<file path="src/rtl/tim_ccpair_pkg.sv">
package tim_ccpair_pkg;

    typedef enum logic [1:0] {
        FL_IDLE  = 2'd0,
        FL_PEND  = 2'd1,
        FL_ARMED = 2'd2
    } flag_state_t;

    // control fields below the flag bit, most significant first
    typedef struct packed {
        logic       ie;
        logic       buf_mode;
        logic       cmp_mode;
        logic [1:0] sel;
        logic       spare1;
        logic       spare0;
    } chan_ctl_t;

    localparam int SC_FLAG = 7;
    localparam int SC_IE   = 6;
    localparam int SC_BUF  = 5;
    localparam int SC_CMP  = 4;
    localparam int SC_SELH = 3;
    localparam int SC_SELL = 2;

    localparam logic [1:0] SEL_OFF  = 2'b00;  // no capture / no pin action
    localparam logic [1:0] SEL_RISE = 2'b01;  // rising edge / toggle
    localparam logic [1:0] SEL_FALL = 2'b10;  // falling edge / drive low
    localparam logic [1:0] SEL_BOTH = 2'b11;  // either edge / drive high

    localparam logic [2:0] ADR_CNT = 3'd4;

endpackage

</file>
<file path="src/rtl/tim_pin_edge.sv">
module tim_pin_edge #(
    parameter int SYNC_STAGES = 2
) (
    input  logic clk,
    input  logic rst_n,
    input  logic pin,
    output logic rise,
    output logic fall
);
    localparam int TOP = SYNC_STAGES - 1;

    logic [TOP:0] sync_q;
    logic         last_q;

    generate
        if (SYNC_STAGES == 1) begin : g_one
            always_ff @(posedge clk or negedge rst_n) begin
                if (!rst_n) sync_q <= '0;
                else        sync_q <= pin;
            end
        end else begin : g_many
            always_ff @(posedge clk or negedge rst_n) begin
                if (!rst_n) sync_q <= '0;
                else        sync_q <= {sync_q[TOP-1:0], pin};
            end
        end
    endgenerate

    always_ff @(posedge clk or negedge rst_n) begin
        if (!rst_n) last_q <= 1'b0;
        else        last_q <= sync_q[TOP];
    end

    assign rise = sync_q[TOP] & ~last_q;
    assign fall = ~sync_q[TOP] & last_q;

endmodule

</file>
<file path="src/rtl/tim_buf_cmp.sv">
module tim_buf_cmp #(
    parameter int CNT_W = 16
) (
    input  logic             clk,
    input  logic             rst_n,
    input  logic             buffered,
    input  logic             wrap,
    input  logic [CNT_W-1:0] val0,
    input  logic [CNT_W-1:0] val1,
    input  logic             wr0,
    input  logic             wr1,
    output logic [CNT_W-1:0] cmp_val
);
    logic             last_one_q;
    logic [CNT_W-1:0] active_q;

    always_ff @(posedge clk or negedge rst_n) begin
        if (!rst_n)   last_one_q <= 1'b0;
        else if (wr1) last_one_q <= 1'b1;
        else if (wr0) last_one_q <= 1'b0;
    end

    always_ff @(posedge clk or negedge rst_n) begin
        if (!rst_n)         active_q <= '0;
        else if (!buffered) active_q <= val0;
        else if (wrap)      active_q <= last_one_q ? val1 : val0;
    end

    assign cmp_val = buffered ? active_q : val0;

endmodule

</file>
<file path="src/rtl/tim_cc_chan.sv">
module tim_cc_chan
    import tim_ccpair_pkg::*;
#(
    parameter int CNT_W   = 16,
    parameter bit HAS_BUF = 1'b1
) (
    input  logic             clk,
    input  logic             rst_n,
    input  logic             en,
    input  logic [CNT_W-1:0] cnt,
    input  logic [CNT_W-1:0] cmp_val,
    input  logic [CNT_W-1:0] wdata,
    input  logic             sc_wr,
    input  logic             sc_rd,
    input  logic             val_wr,
    input  logic             rise,
    input  logic             fall,
    output logic [7:0]       sc_q,
    output logic [CNT_W-1:0] val_q,
    output logic             irq,
    output logic             pin_out,
    output logic             pin_oe,
    output logic             buf_q,
    output logic             armed,
    output logic             flag,
    output logic             event_o
);
    chan_ctl_t        ctl_q, ctl_d;
    flag_state_t      fl_q, fl_d;
    logic             oc_mode, cap_hit, cmp_hit, ev;
    logic             sc_wr_en, sc_rd_en, clr_req;
    logic [CNT_W-1:0] val_r;
    logic             pin_r;

    // event generation
    always_comb begin
        oc_mode = ctl_q.buf_mode | ctl_q.cmp_mode;
        unique case (ctl_q.sel)
            SEL_RISE: cap_hit = rise;
            SEL_FALL: cap_hit = fall;
            SEL_BOTH: cap_hit = rise | fall;
            SEL_OFF:  cap_hit = 1'b0;
            default:  cap_hit = 1'b0;
        endcase
        cmp_hit  = (cnt == cmp_val);
        ev       = en & (oc_mode ? cmp_hit : cap_hit);
        sc_wr_en = en & sc_wr;
        sc_rd_en = en & sc_rd;
        clr_req  = sc_wr_en & ~wdata[SC_FLAG];
    end

    // flag state register
    always_ff @(posedge clk or negedge rst_n) begin
        if (!rst_n) fl_q <= FL_IDLE;
        else        fl_q <= fl_d;
    end

    // flag transitions
    always_comb begin
        fl_d = fl_q;
        unique case (fl_q)
            FL_IDLE:  if (ev) fl_d = FL_PEND;
            FL_PEND:  if (!ev && sc_rd_en) fl_d = FL_ARMED;
            FL_ARMED: begin
                if (ev)           fl_d = FL_PEND;
                else if (clr_req) fl_d = FL_IDLE;
            end
            default:  fl_d = FL_IDLE;
        endcase
    end

    always_comb begin
        ctl_d.ie       = wdata[SC_IE];
        ctl_d.buf_mode = HAS_BUF & wdata[SC_BUF];
        ctl_d.cmp_mode = wdata[SC_CMP];
        ctl_d.sel      = wdata[SC_SELH:SC_SELL];
        ctl_d.spare1   = wdata[1];
        ctl_d.spare0   = wdata[0];
    end

    always_ff @(posedge clk or negedge rst_n) begin
        if (!rst_n)        ctl_q <= '0;
        else if (sc_wr_en) ctl_q <= ctl_d;
    end

    always_ff @(posedge clk or negedge rst_n) begin
        if (!rst_n)              val_r <= '0;
        else if (ev && !oc_mode) val_r <= cnt;
        else if (val_wr)         val_r <= wdata;
    end

    always_ff @(posedge clk or negedge rst_n) begin
        if (!rst_n) begin
            pin_r <= 1'b0;
        end else if (ev && oc_mode) begin
            unique case (ctl_q.sel)
                SEL_RISE: pin_r <= ~pin_r;
                SEL_FALL: pin_r <= 1'b0;
                SEL_BOTH: pin_r <= 1'b1;
                SEL_OFF:  pin_r <= pin_r;
                default:  pin_r <= pin_r;
            endcase
        end
    end

    // outputs
    always_comb begin
        flag    = (fl_q != FL_IDLE);
        armed   = (fl_q == FL_ARMED);
        sc_q    = {flag, ctl_q};
        val_q   = val_r;
        irq     = flag & ctl_q.ie & en;
        pin_oe  = en & oc_mode & (ctl_q.sel != SEL_OFF);
        pin_out = pin_r;
        buf_q   = ctl_q.buf_mode;
        event_o = ev;
    end

endmodule

</file>
<file path="src/rtl/tim_ccpair.sv">
module tim_ccpair
    import tim_ccpair_pkg::*;
#(
    parameter int CNT_W       = 16,
    parameter int SYNC_STAGES = 2
) (
    input  logic             clk,
    input  logic             rst_n,
    input  logic             bus_sel,
    input  logic             bus_wr,
    input  logic             bus_rd,
    input  logic [2:0]       bus_addr,
    input  logic [CNT_W-1:0] bus_wdata,
    output logic [CNT_W-1:0] bus_rdata,
    input  logic [1:0]       pin_in,
    output logic [1:0]       pin_out,
    output logic [1:0]       pin_oe,
    output logic [1:0]       irq
);
    localparam int NCH = 2;
    localparam logic [CNT_W-1:0] CNT_LAST = '1;

    logic [CNT_W-1:0]            cnt_q;
    logic [CNT_W-1:0]            cmp0_w;
    logic [NCH-1:0][7:0]         sc_w;
    logic [NCH-1:0][CNT_W-1:0]   val_w;
    logic [NCH-1:0]              rise_w, fall_w, flag_w, armed_w, ev_w, buf_w;
    logic [NCH-1:0]              en_w, sc_wr_w, sc_rd_w, val_wr_w;
    logic                        buf_on;

    // only channel 0 can hold the buffered bit
    assign buf_on = |buf_w;

    always_ff @(posedge clk or negedge rst_n) begin
        if (!rst_n) cnt_q <= '0;
        else        cnt_q <= cnt_q + 1'b1;
    end

    tim_buf_cmp #(.CNT_W(CNT_W)) u_buf (
        .clk      (clk),
        .rst_n    (rst_n),
        .buffered (buf_on),
        .wrap     (cnt_q == CNT_LAST),
        .val0     (val_w[0]),
        .val1     (val_w[1]),
        .wr0      (val_wr_w[0]),
        .wr1      (val_wr_w[1]),
        .cmp_val  (cmp0_w)
    );

    generate
        for (genvar g = 0; g < NCH; g++) begin : g_ch
            localparam logic [2:0] A_SC  = 3'(2 * g);
            localparam logic [2:0] A_VAL = 3'(2 * g + 1);

            assign sc_wr_w[g]  = bus_sel & bus_wr & (bus_addr == A_SC);
            assign sc_rd_w[g]  = bus_sel & bus_rd & (bus_addr == A_SC);
            assign val_wr_w[g] = bus_sel & bus_wr & (bus_addr == A_VAL);
            assign en_w[g]     = (g == 0) ? 1'b1 : ~buf_on;

            tim_pin_edge #(.SYNC_STAGES(SYNC_STAGES)) u_edge (
                .clk   (clk),
                .rst_n (rst_n),
                .pin   (pin_in[g]),
                .rise  (rise_w[g]),
                .fall  (fall_w[g])
            );

            tim_cc_chan #(.CNT_W(CNT_W), .HAS_BUF(g == 0)) u_chan (
                .clk     (clk),
                .rst_n   (rst_n),
                .en      (en_w[g]),
                .cnt     (cnt_q),
                .cmp_val ((g == 0) ? cmp0_w : val_w[g]),
                .wdata   (bus_wdata),
                .sc_wr   (sc_wr_w[g]),
                .sc_rd   (sc_rd_w[g]),
                .val_wr  (val_wr_w[g]),
                .rise    (rise_w[g]),
                .fall    (fall_w[g]),
                .sc_q    (sc_w[g]),
                .val_q   (val_w[g]),
                .irq     (irq[g]),
                .pin_out (pin_out[g]),
                .pin_oe  (pin_oe[g]),
                .buf_q   (buf_w[g]),
                .armed   (armed_w[g]),
                .flag    (flag_w[g]),
                .event_o (ev_w[g])
            );
        end
    endgenerate

    always_comb begin
        bus_rdata = '0;
        case (bus_addr)
            3'd0:    bus_rdata = CNT_W'(sc_w[0]);
            3'd1:    bus_rdata = val_w[0];
            3'd2:    bus_rdata = CNT_W'(sc_w[1]);
            3'd3:    bus_rdata = val_w[1];
            ADR_CNT: bus_rdata = cnt_q;
            default: bus_rdata = '0;
        endcase
    end

endmodule

</file>
<file path="config.mk">
export PLATFORM = sky130hd
export DESIGN_NAME = tim_ccpair
export DESIGN_NICKNAME = d
export VERILOG_FILES = /design/src/rtl/tim_ccpair_pkg.sv /design/src/rtl/tim_pin_edge.sv /design/src/rtl/tim_buf_cmp.sv /design/src/rtl/tim_cc_chan.sv /design/src/rtl/tim_ccpair.sv
export SDC_FILE = /design/constraint.sdc
export NUM_CORES = 1
export LEC_CHECK = 0
export CORE_MARGIN = 2
export CORE_UTILIZATION = 45
export CTS_BUF_LIST = sky130_fd_sc_hd__clkbuf_8
export DETAILED_ROUTE_END_ITERATION = 12
export PLACE_DENSITY = 0.65
export SYNTH_ARGS = -nofsm -noshare
export SYNTH_HDL_FRONTEND = slang
export SYNTH_HIERARCHICAL = 1
export SYNTH_SLANG_ARGS = --single-unit
</file>
<file path="constraint.sdc">
create_clock -name clk -period 3.1 [get_ports clk]
set_input_delay 0.62 -clock clk [delete_from_list [all_inputs] [get_ports clk]]
set_output_delay 0.62 -clock clk [all_outputs]
set_load 0.01 [all_outputs]
</file>
==> out/metrics.yaml, run 1 <==
cp_max_fo: 8
final_net_count: 565
dp_hpwl_um: 9035
tritoncts_clock_tree: "built"
cts.htree.levels: 3
drtIter0Drc: 248
first_global_vias: 4028
clkSinkCount: 90
setup_violations: 0
max_cap_viols: 0
cts.clk_slew.worst_paths_ns: 0.09
setup.worst_path.class: "input port to output port"
grt_antenna_before_repair: 0
ios: 48
clock-root-buffer: "clkbuf_8"
crit_path_time_final_ns: 3.027
post_cts.repair.setup_buffers: 0
port_buffers: 47
n_fill_cell: 1005
worst_case_hold_slack_ns: 0.2395
layout.area.seq_um2: 2252
grt-ovfl-total: 0
syn_area_um2: 5102
cell_by_cell_listing_of_the_critical_path: "clkdlybuf4s50_1 > buf_4 > nor2b_4 > buf_4 > a22oi_1 > o2bb2ai_1 > clkdlybuf4s50_1"
grt_pass1_wl_um: 21650
power.density_nw_per_um2: 638.0
number_of_buffers_inserted_by_hold_repair_at_cts: 0
layout_cells_sized_above_1_pct: 16.02
drt.antenna.violating_nets: 0
ctsLongestPathBuffers: 2
start_util_pct: 46.66
postLayoutSetupSlackWorst_ns: 0.07254
dieHeight_um: 110.5
timing.critical_path.arrival_ns: 2.41
core_region_area_um2: 10940
final_common_cell: "dfrtp_1"
detail_route.first_pass.iterations: 4
gp_routability_congestion: 0.8306
end_kind: "output port"
most-common-layout-cells: "dfrtp_1 (90), clkdlybuf4s50_1 (40), xnor2_1 (36)"
max_freq_ghz: 0.3303
dp_worst_setup_slack_ns: -0.007607
run_status: "finished clean"
num_antenna_cells: 0
worst_hold_path_type: "input port to async pin"
die-area_um2: 12210
timing.max_slew.rel_slack_pct: 60.14
worst_clock_skew_ns: 0.007719
average_wire_per_cell_in_the_routed_design_um: 19.61
worstPathRequired_ns: 2.48
totalNegativeSetupSlack_ns: 0
grt_start_max_net_pins: 91
cpMaxStageDelayCell: "clkdlybuf4s50_1"
flow.area_growth_from_synthesis_pct: 17.41
syn_avg_cell_area_um2: 10.52
via_per_inst: 5.821
number_of_buffers_inserted_during_clock_tree_synthesis: 9
worst_ir_drop_vdd_mv: 0.3612
drc_errors: 0
die_width_um: 110.5
worst_path_max_stage_delay_ns: 0.56
worstSetupStartpointType: "input port"
fraction_of_the_cycle_the_final_worst_path_needs_pct: 97.66
report.final.hold_viol_count: 0
multi_input_comb_area_um2: 2674
slew_violations: 0
post-route-util_pct: 54.78
grtUsageTotal_pct: 22.26
totalWireLength_um: 13400
cell_rows: 38
clock_insertion_delay_worst_skew_ns: 0.38
timing_worst_slew_pin_value_ns: 0.5964
leakagePower_uw: 0.002457
number_of_warning_messages_in_the_yosys_log: 6
synthesis.instances: 485
total_number_of_vias: 3976
==> where the power goes <==
part | switching (uW) | internal [uW] | leakage (uW)
combinational | 523 | 704 | 0.00126
sequential | 369 | 1500 | 0.00110
clock | 422 | 301 | 0.0000996
total | 1310 | 2510 | 0.00246
==> per-layer routing <==
metal,global-route usage (%),share of wire (%),vias up
met3,3.348,5.3,12
li1,-,-,1879
met5,0,0,-
met1,31.32,46,1975
met2,35.05,47,110
met4,8.000,1.4,0
==> sequential cells by signal, summed over array words and instances (netlist names) <==
name,cells
g_ch.u_chan/fl_q,4
g_ch.u_edge/last_q,2
u_buf/active_q,16
g_ch.u_chan/sc_q,12
g_ch.u_chan/pin_out,2
u_buf/last_one_q,1
g_ch.u_chan/val_q,32
g_ch.u_edge/sync_q,4
g_ch.u_chan/buf_q,1
cnt_q,16
==> layout make-up <==
cell class | instances | share of cell area (%)
clock buffers | 10 | 2.297
well taps | 140 | 2.924
multi-input cells | 358 | 44.63
repair buffers | 72 | 11.68
inverters | 7 | 0.4386
flip-flops and latches | 90 | 37.59
clock inverters | 6 | 0.4386
==> critical path: cells and delay by family <==
kind,cells,cell delay [ns]
simple gates,1,0.16
compound gates,2,0.25
buf+inv,4,1.37
==> final timing paths <==
kind	endpoint	slack [ns]	startpoint	depth (start not counted)
worst min register to register	g_ch[1].u_edge/sync_q[1]	0.35	g_ch[1].u_edge/sync_q[0]	0
min in group clk	g_ch[1].u_edge/sync_q[1]	0.35	g_ch[1].u_edge/sync_q[0]	0
worst max register to register	g_ch[0].u_chan/fl_q[1]	0.52	g_ch[0].u_chan/buf_q	7
worst min-delay path	g_ch[1].u_chan/val_q[12]	0.24	rst_n	2
worst max-delay path	bus_rdata[14]	0.07	bus_addr[2]	7
max in group asynchronous	g_ch[0].u_edge/sync_q[0]	2.42	rst_n	2
==> stage by stage <==
step | total power, uW | instances | instance area, um2
2_1_floorplan | 2701 | 490 | 5121
3_3_place_gp | 3053 | 666 | 5788
3_5_place_dp | 3097 | 666 | 5788
4_1_cts | 3825 | 682 | 5951
5_1_grt | 4055 | 683 | 5991
6_report | 3822 | 683 | 5991
==> repair_timing <==
action	in CTS	in global routing
pin swaps	0	0
resized for setup	1	13
gates cloned	0	1
endpoints found under the setup margin	1	17
Power figures use the tool's default switching activity.
==> run 2: changes to the inputs <==
--- a/config.mk
+++ b/config.mk
@@ -9,6 +9,7 @@
 export CORE_UTILIZATION = 45
 export CTS_BUF_LIST = sky130_fd_sc_hd__clkbuf_8
 export DETAILED_ROUTE_END_ITERATION = 12
+export GPL_TIMING_DRIVEN = 1
 export PLACE_DENSITY = 0.65
 export SYNTH_ARGS = -nofsm -noshare
 export SYNTH_HDL_FRONTEND = slang
==> constraint.sdc (replaced) <==
create_clock -name clk -period 3.1 [get_ports clk]
set_input_delay 0.62 -clock clk [delete_from_list [all_inputs] [get_ports clk]]
set_output_delay 0.62 -clock clk [all_outputs]
set_load 0.02 [all_outputs]
==> run 2 against run 1 <==
Die area stayed put. Clock power up 30%. Hold slack lost 0.011 ns. Critical path depth fell by 1. Final cell count unchanged. Highest routed layer unchanged.
==> out/metrics.yaml, run 2 (same netlist as run 1, synthesis figures left out) <==
met3RoutedLength_um: 711  # +0.14%
worstPathRequired_ns: 2.48  # about the same
timing.critical_path.arrival_ns: 2.32  # -0.09 ns
worst_hold_path_type: "input port to async pin"
m1WireLength_um: 6130  # -0.87%
cts.htree.levels: 3  # unchanged
worst_ir_drop_vdd_mv: 0.3084  # -15%
start_util_pct: 46.66  # unchanged
drtIter0Drc: 306  # +23%
tritoncts_clock_tree: "built"
grt_antenna_before_repair: 0  # unchanged
top_signal_layer_used: "met4"
timing.max_slew.rel_slack_pct: 59.66  # -0.47 points
worst_path_max_stage_delay_ns: 0.52  # -0.04 ns
totalNegativeSetupSlack_ns: 0  # unchanged
grt_start_max_net_pins: 51  # -44%
totalWireLength_um: 13180  # -1.6%
final_net_count: 565  # unchanged
grtUsageTotal_pct: 22.33  # +0.072 points
cell_rows: 38  # unchanged
largest_register_ffs: 32  # unchanged
clock-root-buffer: "clkbuf_8"
routed_length_on_met2_um: 6125  # -3.1%
r2r.worst_path.cells: 7  # unchanged
n_fill_cell: 982  # -2.3%
cell_by_cell_listing_of_the_critical_path: "clkdlybuf4s50_1 > buf_4 > mux2_2 > a22oi_1 > o22ai_1 > dlygate4sd2_1"
drc_errors: 0  # unchanged
die_width_um: 110.5  # unchanged
ios: 48  # unchanged
max_freq_ghz: 0.3399  # +2.9%
num_antenna_cells: 0  # unchanged
die-area_um2: 12210  # unchanged
rr_startpoint: "g_ch[0].u_chan/buf_q"
max_cap_viols: 0  # unchanged
setup_violations: 0  # unchanged
setup.worst_path.class: "input port to output port"
core_region_area_um2: 10940  # unchanged
port_buffers: 47  # unchanged
post-route-util_pct: 55.05  # +0.26 points
drt.antenna.violating_nets: 0  # unchanged
final_common_cell: "dfrtp_1"
dieHeight_um: 110.5  # unchanged
most-common-layout-cells: "dfrtp_1 (90), xnor2_1 (36), mux2i_1 (32)"
gp_routability_congestion: 0.8470  # +2.0%
first_global_vias: 4107  # +2.0%
leakagePower_uw: 0.002463  # +0.28%
dp_hpwl_um: 9087  # +0.58%
total_number_of_vias: 3958  # -0.45%
crit_path_time_final_ns: 2.942  # -0.08548 ns
layout_cells_sized_above_1_pct: 16.21  # +0.18 points
clock_insertion_delay_worst_skew_ns: 0.37  # about the same
post_cts.repair.setup_buffers: 0  # unchanged
setup_repair_after_global_routing_missed_its_margin: "false"
end_kind: "output port"
clkSinkCount: 90  # unchanged
number_of_buffers_inserted_during_clock_tree_synthesis: 9  # unchanged
r2r_slack_ns: 0.45  # -0.07 ns
report.final.hold_viol_count: 0  # unchanged
run_status: "finished clean"
ctsLongestPathBuffers: 2  # unchanged
detail_route.first_pass.iterations: 5  # +1
flow.area_growth_from_synthesis_pct: 17.97
critical_path.reg2reg.endpoint: "g_ch[0].u_chan/fl_q[1]"
grt_pass1_wl_um: 21980  # +1.5%
cpMaxStageDelayCell: "clkdlybuf4s50_1"
cp_max_fo: 11  # +3
slew_violations: 0  # unchanged
fraction_of_the_cycle_the_final_worst_path_needs_pct: 94.90  # -2.8 points
power.density_nw_per_um2: 670.2  # +5.1%
cts.clk_slew.worst_paths_ns: 0.09  # about the same
worstSetupStartpointType: "input port"
average_wire_per_cell_in_the_routed_design_um: 19.29  # -1.6%
worst_clock_skew_ns: 0.006372  # -0.001347 ns
via_per_inst: 5.795  # -0.45%
grt-ovfl-total: 0  # unchanged
timing_worst_slew_pin_value_ns: 0.6000  # +0.003595 ns
[run 2: cell types whose count changed in the layout (fill, tap and decap cells not counted), sizes merged]
cell,change
bufinv,+2
clkbuf,+2
clkdlybuf4s50,-10
clkinv,-2
clkinvlp,+1
dlygate4sd2,+14
dlymetal6s2s,-4
inv,-3
[run 2: layout make-up]
class,count,area [um2],area share [%]
sequential,90,2252,37.41
clock buffer,12,165.2,2.744
clock inverter,4,72.57,1.206
inverter,7,26.28,0.4365
tap,140,175.2,2.910
timing repair buffer,72,664.4,11.04
multi-input combinational,358,2664,44.25
[run 2: power breakdown]
| group | internal [uW] | switching, uW | total [uW] |
|---|---|---|---|
| Combinational | 683 | 551 | 1230 |
| Clock | 519 | 418 | 937 |
| Sequential | 1500 | 361 | 1860 |
| Total | 2710 | 1330 | 4030 |
[run 2: per-layer routing]
| metal | up-vias | track usage (%) |
|---|---|---|
| li1 | 1872 | - |
| met5 | - | 0 |
| met2 | 102 | 35.66 |
| met1 | 1969 | 30.43 |
| met3 | 15 | 5.159 |
| met4 | 0 | 6.583 |
[run 2: worst max-delay path by stage]
stage                      from             to
global route        bus_addr[0]   bus_rdata[8]
CTS                 bus_addr[2]   bus_rdata[2]
finish              bus_addr[0]   bus_rdata[3]
global placement    bus_addr[0]  bus_rdata[13]
floorplan           bus_addr[0]   bus_rdata[0]
detailed placement  bus_addr[0]  bus_rdata[13]
[run 2: metrics by stage]
step	setup WS [ns]	hold slack [ns]	total power, uW	area [um2]	instances
2_1_floorplan	0.7367	0.3244	2732	5121	490
3_3_place_gp	-0.08254	0.3368	3084	5796	667
3_5_place_dp	-0.09518	0.3379	3129	5796	667
4_1_cts	0.01245	0.2535	4053	6017	683
5_1_grt	0.04890	0.2640	4272	6020	683
6_report	0.1580	0.2282	4035	6020	683
[run 2: worst max-delay path, delay by kind of cell]
kind	cells	cell delay, ns
AOI/OAI and AO/OA	2	0.28
muxes	1	0.36
buffers and inverters	3	1.07
[run 2: repair_timing]
| action | in CTS | in global routing |
|---|---|---|
| gates cloned | 0 | 0 |
| gates resized for setup | 16 | 1 |
| setup endpoints to repair | 17 | 1 |
| hold buffers | 0 | 0 |
